--- config.mk ---
export PLATFORM = sky130hd
export DESIGN_NAME = stripe_matvec
export DESIGN_NICKNAME = d
export VERILOG_FILES = /design/src/rtl/smv_pkg.sv /design/src/rtl/smv_vbuf.sv /design/src/rtl/smv_seq.sv /design/src/rtl/smv_lanes.sv /design/src/rtl/smv_drain.sv /design/src/rtl/stripe_matvec.sv
export SDC_FILE = /design/constraint.sdc
export NUM_CORES = 1
export LEC_CHECK = 0
export BUFFER_PORTS_ARGS = -buffer_cell sky130_fd_sc_hd__buf_2
export CAP_MARGIN = 20
export CELL_PAD_IN_SITES_DETAIL_PLACEMENT = 0
export CELL_PAD_IN_SITES_GLOBAL_PLACEMENT = 1
export CORE_MARGIN = 4
export CORE_UTILIZATION = 30
export CTS_CLUSTER_DIAMETER = 150
export CTS_CLUSTER_SIZE = 40
export DETAILED_ROUTE_END_ITERATION = 10
export PLACE_DENSITY = 0.63
export SLEW_MARGIN = 20
export SYNTH_ARGS = -nofsm -noshare
export SYNTH_HDL_FRONTEND = slang
export SYNTH_HIERARCHICAL = 1
export SYNTH_SLANG_ARGS = --single-unit
--- constraint.sdc ---
create_clock -name clk -period 8.88 [get_ports clk]
set_clock_uncertainty 0.05 [all_clocks]
set_input_delay 0.888 -clock clk [delete_from_list [all_inputs] [get_ports clk]]
set_output_delay 0.888 -clock clk [all_outputs]
set_load 0.02 [all_outputs]
--- src/rtl/smv_pkg.sv ---
package smv_pkg;
  // width of an index that counts 0..n-1, never below one bit
  function automatic int idx_w(input int n);
    return (n > 1) ? $clog2(n) : 1;
  endfunction
endpackage

--- src/rtl/smv_vbuf.sv ---
module smv_vbuf #(
  parameter int N  = 8,
  parameter int DW = 8,
  parameter int CW = smv_pkg::idx_w(N)
) (
  input  logic          clk,
  input  logic          rst,
  input  logic          wr_en,
  input  logic [DW-1:0] wr_data,
  input  logic [CW-1:0] rd_addr,
  output logic [DW-1:0] rd_data
);
  logic [DW-1:0] mem [N];
  logic [CW-1:0] wptr;

  always_ff @(posedge clk) begin
    if (wr_en) mem[wptr] <= wr_data;
  end

  always_ff @(posedge clk) begin
    if (rst)        wptr <= '0;
    else if (wr_en) wptr <= (wptr == CW'(N-1)) ? '0 : wptr + 1'b1;
  end

  assign rd_data = mem[rd_addr];

  // the write position wraps after the last element
  a_r7_wrap: assert property (@(posedge clk) disable iff (rst)
    wr_en && wptr == CW'(N-1) |=> wptr == '0);
endmodule

--- src/rtl/smv_seq.sv ---
module smv_seq #(
  parameter int N  = 8,
  parameter int S  = 4,
  parameter int P  = 2,
  parameter int DW = 8,
  parameter int GW = smv_pkg::idx_w(S/P),
  parameter int CW = smv_pkg::idx_w(N),
  parameter int TW = smv_pkg::idx_w(N/S)
) (
  input  logic            clk,
  input  logic            rst,
  input  logic            in_vld,
  input  logic [P*DW-1:0] in_data,
  output logic            q_vld,
  output logic [P*DW-1:0] q_data,
  output logic [GW-1:0]   q_grp,
  output logic [CW-1:0]   q_col,
  output logic [TW-1:0]   q_stripe,
  output logic            q_last_col
);
  localparam int G    = S / P;
  localparam int NSTR = N / S;

  logic [GW-1:0] cnt_grp;
  logic [CW-1:0] cnt_col;
  logic [TW-1:0] cnt_str;
  logic end_grp, end_col, end_str;

  assign end_grp = (cnt_grp == GW'(G-1));
  assign end_col = (cnt_col == CW'(N-1));
  assign end_str = (cnt_str == TW'(NSTR-1));

  always_ff @(posedge clk) begin
    if (rst) begin
      cnt_grp    <= '0;
      cnt_col    <= '0;
      cnt_str    <= '0;
      q_vld      <= 1'b0;
      q_data     <= '0;
      q_grp      <= '0;
      q_col      <= '0;
      q_stripe   <= '0;
      q_last_col <= 1'b0;
    end else begin
      q_vld <= in_vld;
      if (in_vld) begin
        q_data     <= in_data;
        q_grp      <= cnt_grp;
        q_col      <= cnt_col;
        q_stripe   <= cnt_str;
        q_last_col <= end_col;
        cnt_grp    <= end_grp ? '0 : cnt_grp + 1'b1;
        if (end_grp) begin
          cnt_col <= end_col ? '0 : cnt_col + 1'b1;
          if (end_col) cnt_str <= end_str ? '0 : cnt_str + 1'b1;
        end
      end
    end
  end

  // idle cycles leave the stream position untouched
  a_r5_hold: assert property (@(posedge clk) disable iff (rst)
    !in_vld |=> $stable(cnt_grp) && $stable(cnt_col) && $stable(cnt_str));

  // the column advances once its last row group has been taken
  a_r8_col_step: assert property (@(posedge clk) disable iff (rst)
    in_vld && end_grp && !end_col |=> cnt_col == $past(cnt_col) + 1'b1);
endmodule

--- src/rtl/smv_lanes.sv ---
module smv_lanes #(
  parameter int S    = 4,
  parameter int P    = 2,
  parameter int DW   = 8,
  parameter int ACCW = 19,
  parameter int GW   = smv_pkg::idx_w(S/P)
) (
  input  logic              clk,
  input  logic              rst,
  input  logic              vld,
  input  logic [GW-1:0]     grp,
  input  logic              last_col,
  input  logic [P*DW-1:0]   data,
  input  logic [DW-1:0]     vec,
  output logic              fin_we,
  output logic [P*ACCW-1:0] fin_sums
);
  localparam int G = S / P;

  logic [P*ACCW-1:0] acc_mem [G];
  logic [P*ACCW-1:0] cur, nxt;

  assign cur = acc_mem[grp];

  for (genvar k = 0; k < P; k++) begin : g_lane
    assign nxt[k*ACCW +: ACCW] = cur[k*ACCW +: ACCW]
                               + ACCW'(data[k*DW +: DW]) * ACCW'(vec);
  end

  always_ff @(posedge clk) begin
    if (rst) begin
      for (int i = 0; i < G; i++) acc_mem[i] <= '0;
    end else if (vld) begin
      acc_mem[grp] <= last_col ? '0 : nxt;
    end
  end

  assign fin_we   = vld && last_col;
  assign fin_sums = nxt;

  // a row group's running sums are zero right after its last column
  a_r6_clear: assert property (@(posedge clk) disable iff (rst)
    vld && last_col |=> acc_mem[$past(grp)] == '0);
endmodule

--- src/rtl/smv_drain.sv ---
module smv_drain #(
  parameter int N    = 8,
  parameter int S    = 4,
  parameter int P    = 2,
  parameter int ACCW = 19,
  parameter int GW   = smv_pkg::idx_w(S/P),
  parameter int TW   = smv_pkg::idx_w(N/S),
  parameter int IW   = smv_pkg::idx_w(N)
) (
  input  logic              clk,
  input  logic              rst,
  input  logic              fin_we,
  input  logic [GW-1:0]     fin_grp,
  input  logic [P*ACCW-1:0] fin_sums,
  input  logic [TW-1:0]     stripe,
  output logic              res_valid,
  output logic [ACCW-1:0]   res_data,
  output logic [IW-1:0]     res_idx
);
  localparam int G  = S / P;
  localparam int PW = smv_pkg::idx_w(P);

  logic [P*ACCW-1:0] obuf [G];
  logic              busy;
  logic [GW-1:0]     egrp;
  logic [PW-1:0]     elane;
  logic [IW-1:0]     base;
  logic              fin_last, emit_last;

  assign fin_last  = fin_we && (fin_grp == GW'(G-1));
  assign emit_last = (egrp == GW'(G-1)) && (elane == PW'(P-1));

  always_ff @(posedge clk) begin
    if (fin_we) obuf[fin_grp] <= fin_sums;
  end

  always_ff @(posedge clk) begin
    if (rst) begin
      busy      <= 1'b0;
      egrp      <= '0;
      elane     <= '0;
      base      <= '0;
      res_valid <= 1'b0;
      res_data  <= '0;
      res_idx   <= '0;
    end else begin
      res_valid <= busy;
      if (busy) begin
        res_data <= obuf[egrp][elane*ACCW +: ACCW];
        res_idx  <= base + IW'(egrp) * IW'(P) + IW'(elane);
        if (elane == PW'(P-1)) begin
          elane <= '0;
          egrp  <= egrp + 1'b1;
        end else begin
          elane <= elane + 1'b1;
        end
        if (emit_last) busy <= 1'b0;
      end
      if (fin_last) begin
        busy  <= 1'b1;
        egrp  <= '0;
        elane <= '0;
        base  <= IW'(int'(stripe) * S);
      end
    end
  end

  // a new band never starts while an earlier one is still draining
  a_r3_no_overlap: assert property (@(posedge clk) disable iff (rst)
    fin_last |-> !busy || emit_last);

  // consecutive results carry consecutive row numbers (wrap to 0)
  a_r3_order: assert property (@(posedge clk) disable iff (rst)
    res_valid && $past(res_valid) |->
      (res_idx == $past(res_idx) + 1'b1) || (res_idx == '0));

  // the first result follows the last column by two edges
  a_r4_latency: assert property (@(posedge clk) disable iff (rst)
    fin_last |=> ##1 res_valid);
endmodule

--- src/rtl/stripe_matvec.sv ---
module stripe_matvec #(
  parameter int N    = 8,
  parameter int S    = 4,
  parameter int P    = 2,
  parameter int DW   = 8,
  parameter int IW   = smv_pkg::idx_w(N),
  parameter int ACCW = 2*DW + smv_pkg::idx_w(N)
) (
  input  logic            clk,
  input  logic            rst,
  input  logic            vec_valid,
  input  logic [DW-1:0]   vec_data,
  input  logic            mat_valid,
  input  logic [P*DW-1:0] mat_data,
  output logic            res_valid,
  output logic [ACCW-1:0] res_data,
  output logic [IW-1:0]   res_idx
);
  localparam int GW = smv_pkg::idx_w(S/P);
  localparam int CW = smv_pkg::idx_w(N);
  localparam int TW = smv_pkg::idx_w(N/S);

  if ((N % S) != 0 || (S % P) != 0) begin : g_bad_geometry
    $error("stripe_matvec: S must divide N and P must divide S");
  end

  logic            q_vld, q_last_col;
  logic [P*DW-1:0] q_data;
  logic [GW-1:0]   q_grp;
  logic [CW-1:0]   q_col;
  logic [TW-1:0]   q_stripe;
  logic [DW-1:0]   vec_elem;
  logic            fin_we;
  logic [P*ACCW-1:0] fin_sums;

  smv_vbuf #(.N(N), .DW(DW), .CW(CW)) u_vbuf (
    .clk(clk), .rst(rst), .wr_en(vec_valid), .wr_data(vec_data),
    .rd_addr(q_col), .rd_data(vec_elem));

  smv_seq #(.N(N), .S(S), .P(P), .DW(DW), .GW(GW), .CW(CW), .TW(TW)) u_seq (
    .clk(clk), .rst(rst), .in_vld(mat_valid), .in_data(mat_data),
    .q_vld(q_vld), .q_data(q_data), .q_grp(q_grp), .q_col(q_col),
    .q_stripe(q_stripe), .q_last_col(q_last_col));

  smv_lanes #(.S(S), .P(P), .DW(DW), .ACCW(ACCW), .GW(GW)) u_lanes (
    .clk(clk), .rst(rst), .vld(q_vld), .grp(q_grp), .last_col(q_last_col),
    .data(q_data), .vec(vec_elem), .fin_we(fin_we), .fin_sums(fin_sums));

  smv_drain #(.N(N), .S(S), .P(P), .ACCW(ACCW), .GW(GW), .TW(TW), .IW(IW)) u_drain (
    .clk(clk), .rst(rst), .fin_we(fin_we), .fin_grp(q_grp), .fin_sums(fin_sums),
    .stripe(q_stripe), .res_valid(res_valid), .res_data(res_data),
    .res_idx(res_idx));
endmodule

## Word level (Yosys, flattened, before mapping)

Memory sizes are Yosys's and may differ from the RTL's. A register that Yosys moved wholly into a read port is not among the register bits.
Cells that the tools add are included.

| cells by class | value |
|---|---|
| div/mod/pow operators | 0 |
| reductions and logical operators | 8 |
| bitwise logic cells | 0 |
| mux-type cells | 27 |
| order comparisons | 0 |
| eq/ne operators | 2 |
| $add $sub $neg | 10 |
| shift-type cells | 1 |
| multiply operators | 3 |

Operator list:

| cell | count |
|---|---|
| $mux W38 | 2 |
| $add A19 B16 Y19 | 2 |
| $reduce_or A38 Y1 | 1 |
| $shiftx A38 B7 Y19 | 1 |
| $mul A8 B8 Y16 | 2 |
| $mux W1 | 21 |
| $mux W3 | 4 |
| $add A3 B1 Y3 const B | 2 |
| $eq A3 B3 Y1 const B | 2 |
| $mul A1 B5 Y6 const B | 1 |
| $add A1 B1 Y1 const B | 4 |
| $reduce_and A2 Y1 | 2 |
| $add A3 B1 Y3 | 1 |
| $add A3 B2 Y3 | 1 |
| $logic_and A1 B1 Y1 | 3 |
| $reduce_and A3 Y1 | 1 |
| $reduce_or A2 Y1 | 1 |

| word-level totals | value |
|---|---|
| RAM bits | 216 |
| memory bits (read-only) | 0 |
| bits in registers | 58 |
| memories | 3 |
| bits in latches | 0 |
| bits of input ports | 28 |

Memory list:

| name | depth | width | rd ports | clocked after memory_dff | write ports | RTL line | source |
|---|---|---|---|---|---|---|---|
| u_drain.obuf | 2 | 38 | 1 | 1 | 1 | smv_drain.sv:23 | `logic [P*ACCW-1:0] obuf [G];` |
| u_lanes.acc_mem | 2 | 38 | 1 | 1 | 2 | smv_lanes.sv:20 | `logic [P*ACCW-1:0] acc_mem [G];` |
| u_vbuf.mem | 8 | 8 | 1 | 1 | 1 | smv_vbuf.sv:13 | `logic [DW-1:0] mem [N];` |

## Depth between registers and ports, before layout

| logic depth | value |
|---|---|
| depth after elaboration | 5 |
| mapped depth | 21 |

## Cells and area by module

Netlist, hierarchy kept.

By module, submodules not included:

| module | instances | area each (sq um) | cells an instance | sequential area each (sq um) |
|---|---|---|---|---|
| smv_lanes | 1 | 8859.7 | 925 | 2282.2 |
| smv_drain | 1 | 3873.7 | 216 | 2842.7 |
| smv_vbuf | 1 | 2663.8 | 118 | 1981.9 |
| smv_seq | 1 | 1051.0 | 97 | 560.5 |

## Worst setup path after synthesis

No wires, ideal clock.

| timing path | value |
|---|---|
| path kind | reg2reg |
| start point | reg, netlist name u_seq/q_col[0] |
| end point | mem u_lanes/acc_mem[0][11] (netlist bit), data pin |
| setup slack | 3.233 ns |
| cell stages (with the launch flop) | 20 |
| data arrival time | 5.335 ns |
| setup time | 0.262 ns |
| required time | 8.568 ns |
| path through | dfxtp_1 buf_6 buf_12 mux4_1 mux2_2 clkbuf_1 nand2_1 fa_1 inv_1 fa_1 fa_1 inv_1 fa_1 inv_1 ha_1 a21o_1 a311o_1 a21o_1 a21oi_2 mux2_1 |

RTL lines:

| item | RTL line |
|---|---|
| end: declaration | smv_lanes.sv:20 |

==> impl_metrics.env <==
export IMPL_m1WireLength_um=17370
export IMPL_cts_root_buf="clkbuf_16"
export IMPL_grt_max_degree=61
export IMPL_worst_pin_slew_ps=1082
export IMPL_setup_tns_ps=0
export IMPL_detail_route_vias_per_cell=4.673
export IMPL_crit_chain="mux4_1 > mux2_2 > and2_1 > fa_1 > fa_1 > fa_1 > inv_1 > fa_1 > inv_1 > ha_1 > a21o_1 > a311o_1 > a21o_1 > a21oi_2 > mux2_1"
export IMPL_grt_pass1_vias=10008
export IMPL_synthesis_nets=1570
export IMPL_holdCritPathClass="reg -> reg"
export IMPL_synth_edf_count=216
export IMPL_status="finished, final reports clean"
export IMPL_htreeDepth=1
export IMPL_numCtsBuffers=10
export IMPL_vias=9697
export IMPL_synth_seq_cells=275
export IMPL_gp_congestion=0.8130
export IMPL_yosys_warnings=6
export IMPL_final_nets=1589
export IMPL_crit_path_end_kind="flip-flop"
export IMPL_yosysSeqAreaShare=0.4661
export IMPL_drc_errors=0
export IMPL_initial_core_util=0.3044
export IMPL_cts_tree="done"
export IMPL_cpMaxStageDelayCell="dfxtp_1"
export IMPL_die_h_um=242.2
export IMPL_cts_path_max_buffers=3
export IMPL_crit_family="adder cells"
export IMPL_hold_start="u_drain/res_idx[2]"
export IMPL_antenna_left=0
export IMPL_core_area_um2=54030
export IMPL_rows=85
export IMPL_cp_common_cell="fa_1"
export IMPL_async_flop_share=0
export IMPL_worstPathArrival_ps=6460
export IMPL_drt_first_iter_violations=471
export IMPL_critPathKind="reg -> reg"
export IMPL_synth_area_um2=16450
export IMPL_power_w=0.003059
export IMPL_path_clk_slew_ps=150
export IMPL_drt_pass1_iter_count=5
export IMPL_antenna_found_initial=0
export IMPL_grt_pass1_wl_um=58130
export IMPL_drt_total_wl_um=36220
export IMPL_max_freq_mhz=160.7
export IMPL_clk_insertion_delay_late_ps=510
export IMPL_fp_dieArea_um2=58640
export IMPL_grtUsageTotal=0.1229
export IMPL_finalHoldViolations=0
export IMPL_area_delta_synth_final_pct=7.538
export IMPL_vdd_drop_max_mv=0.1052
export IMPL_instances_no_fill=2075
export IMPL_synth_distinct_cells=67
export IMPL_dp_slack_ps=2608
export IMPL_dpl_hpwl_um=26890
export IMPL_powerDensity_nw_per_um2=172.9
export IMPL_relSlewSlack=0.2786
export IMPL_io_pins=51
export IMPL_synth_ff_type="edfxtp_1"
export IMPL_die_w_um=242.2
export IMPL_layout_drive_gt1_share=0.1109
export IMPL_hold_buffers=0
export IMPL_drv_slew=0
export IMPL_cts_setup_buffers=0
export IMPL_synthCells=1356
export IMPL_grt_ovfl_total=0
export IMPL_reg2reg_from="u_seq/q_col[0]"
export IMPL_setup_viol=0
export IMPL_cp_required_ps=9110
export IMPL_met2_length_um=17010
export IMPL_clock_sinks=275
export IMPL_fin_crit_sh=0.7008
export IMPL_cp_startpoint="u_seq/q_col[0]"
export IMPL_fin_crit_ps=6223
export IMPL_top_layer="met4"
export IMPL_layout_setup_ws_ps=2657
export IMPL_rsz0062_at_grt="false"
export IMPL_whs_ps=455.8
export IMPL_drv_cap=0
export IMPL_placed_cells=2059
export IMPL_critPathMaxStageDelay_ps=910
export IMPL_critPathMaxFanout=17
export IMPL_synth_avg_cell_area_um2=12.13
export IMPL_antenna_cells=0
export IMPL_startpoint_type="flip-flop"
export IMPL_wire_per_inst_um=17.46
export IMPL_p_leak_nw=7.188
export IMPL_ctsResizeCount=0
export IMPL_wl_met3_um=1053
export IMPL_crit_buf_inv=2
export IMPL_port_buffers=50
[final timing paths]
path                                                to  slack, ps  cells after the start
worst max register to register  u_lanes/acc_mem[1][11]       2660                     15
worst min register to register      u_drain/res_idx[2]        460                      2
worst min-delay path                u_drain/res_idx[2]        460                      2
worst max-delay path            u_lanes/acc_mem[1][11]       2660                     15
[flip-flops by register name, summed over array words and instances (netlist names), named ones only]
name,count
u_drain/elane,1
u_seq/q_data,16
u_seq/q_stripe,1
u_vbuf/mem,64
u_drain/base,1
u_drain/obuf,76
u_seq/q_col,3
u_seq/q_vld,1
u_drain/egrp,1
u_seq/cnt_col,3
u_drain/res_idx,3
u_seq/cnt_grp,1
u_lanes/acc_mem,76
u_vbuf/wptr,3
u_seq/q_grp,1
u_seq/q_last_col,1
u_drain/res_data,19
u_seq/cnt_str,1
u_drain/busy,1
u_drain/res_valid,1
[area by class of cell]
type | instances | area (µm²)
fill | 5422 | 36340
multi-input combinational | 841 | 7795
sequential | 275 | 7670
tap | 696 | 870.8
inverter | 185 | 694.4
timing repair buffer | 62 | 352.8
clock buffer | 15 | 300.3
clock inverter | 1 | 5.005
[metal layers]
metal  up-vias  GRT usage
li1       4683          -
met1      4825     0.1750
met2       156     0.2029
met3        33    0.01406
met4         0    0.02629
met5         -          0
[cells in the final DEF, fill, tap and decap left out, types with 9 or more instances in the layout]
master	instances
o221ai_1	10
mux2i_1	84
mux4_1	15
or3b_2	20
fa_1	100
nor3b_1	14
clkbuf_16	11
xor2_1	10
o21a_1	9
o221ai_2	10
nand3_1	14
nor2_1	104
nor3_1	14
o21ai_1	11
mux2_2	27
dfxtp_1	57
buf_2	50
nand2_1	81
and2_1	73
inv_1	185
ha_1	86
nand2b_1	14
xnor2_1	11
a21oi_1	41
buf_4	11
edfxtp_1	216
a21o_1	13
[power by group]
group / total (W) / switching [W] / internal [W]
logic: 0.000931 / 0.000612 / 0.000320
registers: 0.00151 / 0.0000246 / 0.00149
clock network: 0.000616 / 0.000375 / 0.000240
total: 0.00306 / 0.00101 / 0.00205
[per-stage QoR]
| step | cell area (µm²) | util |
|---|---|---|
| 2_1_floorplan | 16450 | - |
| 3_3_place_gp | 17360 | 0.3214 |
| 3_5_place_dp | 17380 | 0.3217 |
| 4_1_cts | 17690 | 0.3274 |
| 5_1_grt | 17690 | 0.3274 |
| 6_report | 17690 | 0.3274 |
[synth_stat cells, types with 4 or more instances]
cell / number / area (µm²)
edfxtp_1: 216 / 6486
inv_1: 185 / 694.4
nor2_1: 104 / 390.4
fa_1: 100 / 2002
ha_1: 86 / 1076
mux2i_1: 84 / 840.8
nand2_1: 81 / 304.0
and2_1: 74 / 462.9
dfxtp_1: 59 / 1181
a21oi_1: 41 / 205.2
mux2_2: 27 / 304.0
clkbuf_1: 26 / 97.59
or3b_2: 20 / 175.2
buf_2: 17 / 85.08
nand2b_1: 16 / 100.1
mux4_1: 15 / 394.1
nand3_1: 14 / 70.07
nor3_1: 14 / 70.07
nor3b_1: 14 / 105.1
a21o_1: 13 / 97.59
o21ai_1: 11 / 55.05
xnor2_1: 11 / 96.34
o221ai_1: 10 / 87.58
o221ai_2: 10 / 150.1
xor2_1: 10 / 87.58
o21a_1: 9 / 67.56
o21ai_0: 7 / 35.03
a211o_1: 5 / 43.79
nor2b_1: 5 / 31.28
buf_4: 4 / 30.03
buf_6: 4 / 45.04
nand4_1: 4 / 25.02
[cell families (layout without fill, tap and decap cells)]
kind of cell / after synthesis / in the layout / synth area share
multiplexers: 130 / 130 / 0.09699
flip-flops: 275 / 275 / 0.4661
AND/OR/NAND/NOR: 365 / 365 / 0.1143
adder cells (fa/ha/maj): 186 / 186 / 0.1871
XOR/XNOR: 21 / 21 / 0.01118
AO/OA/AOI/OAI: 139 / 139 / 0.06344
buffers and inverters: 240 / 263 / 0.06078
[tightest hold or removal path: stages (launching register included)]
cell     delay (ps)
dfxtp_1         350
mux2i_1          60
nor2_1           70
(Power assumes the default switching activity.)
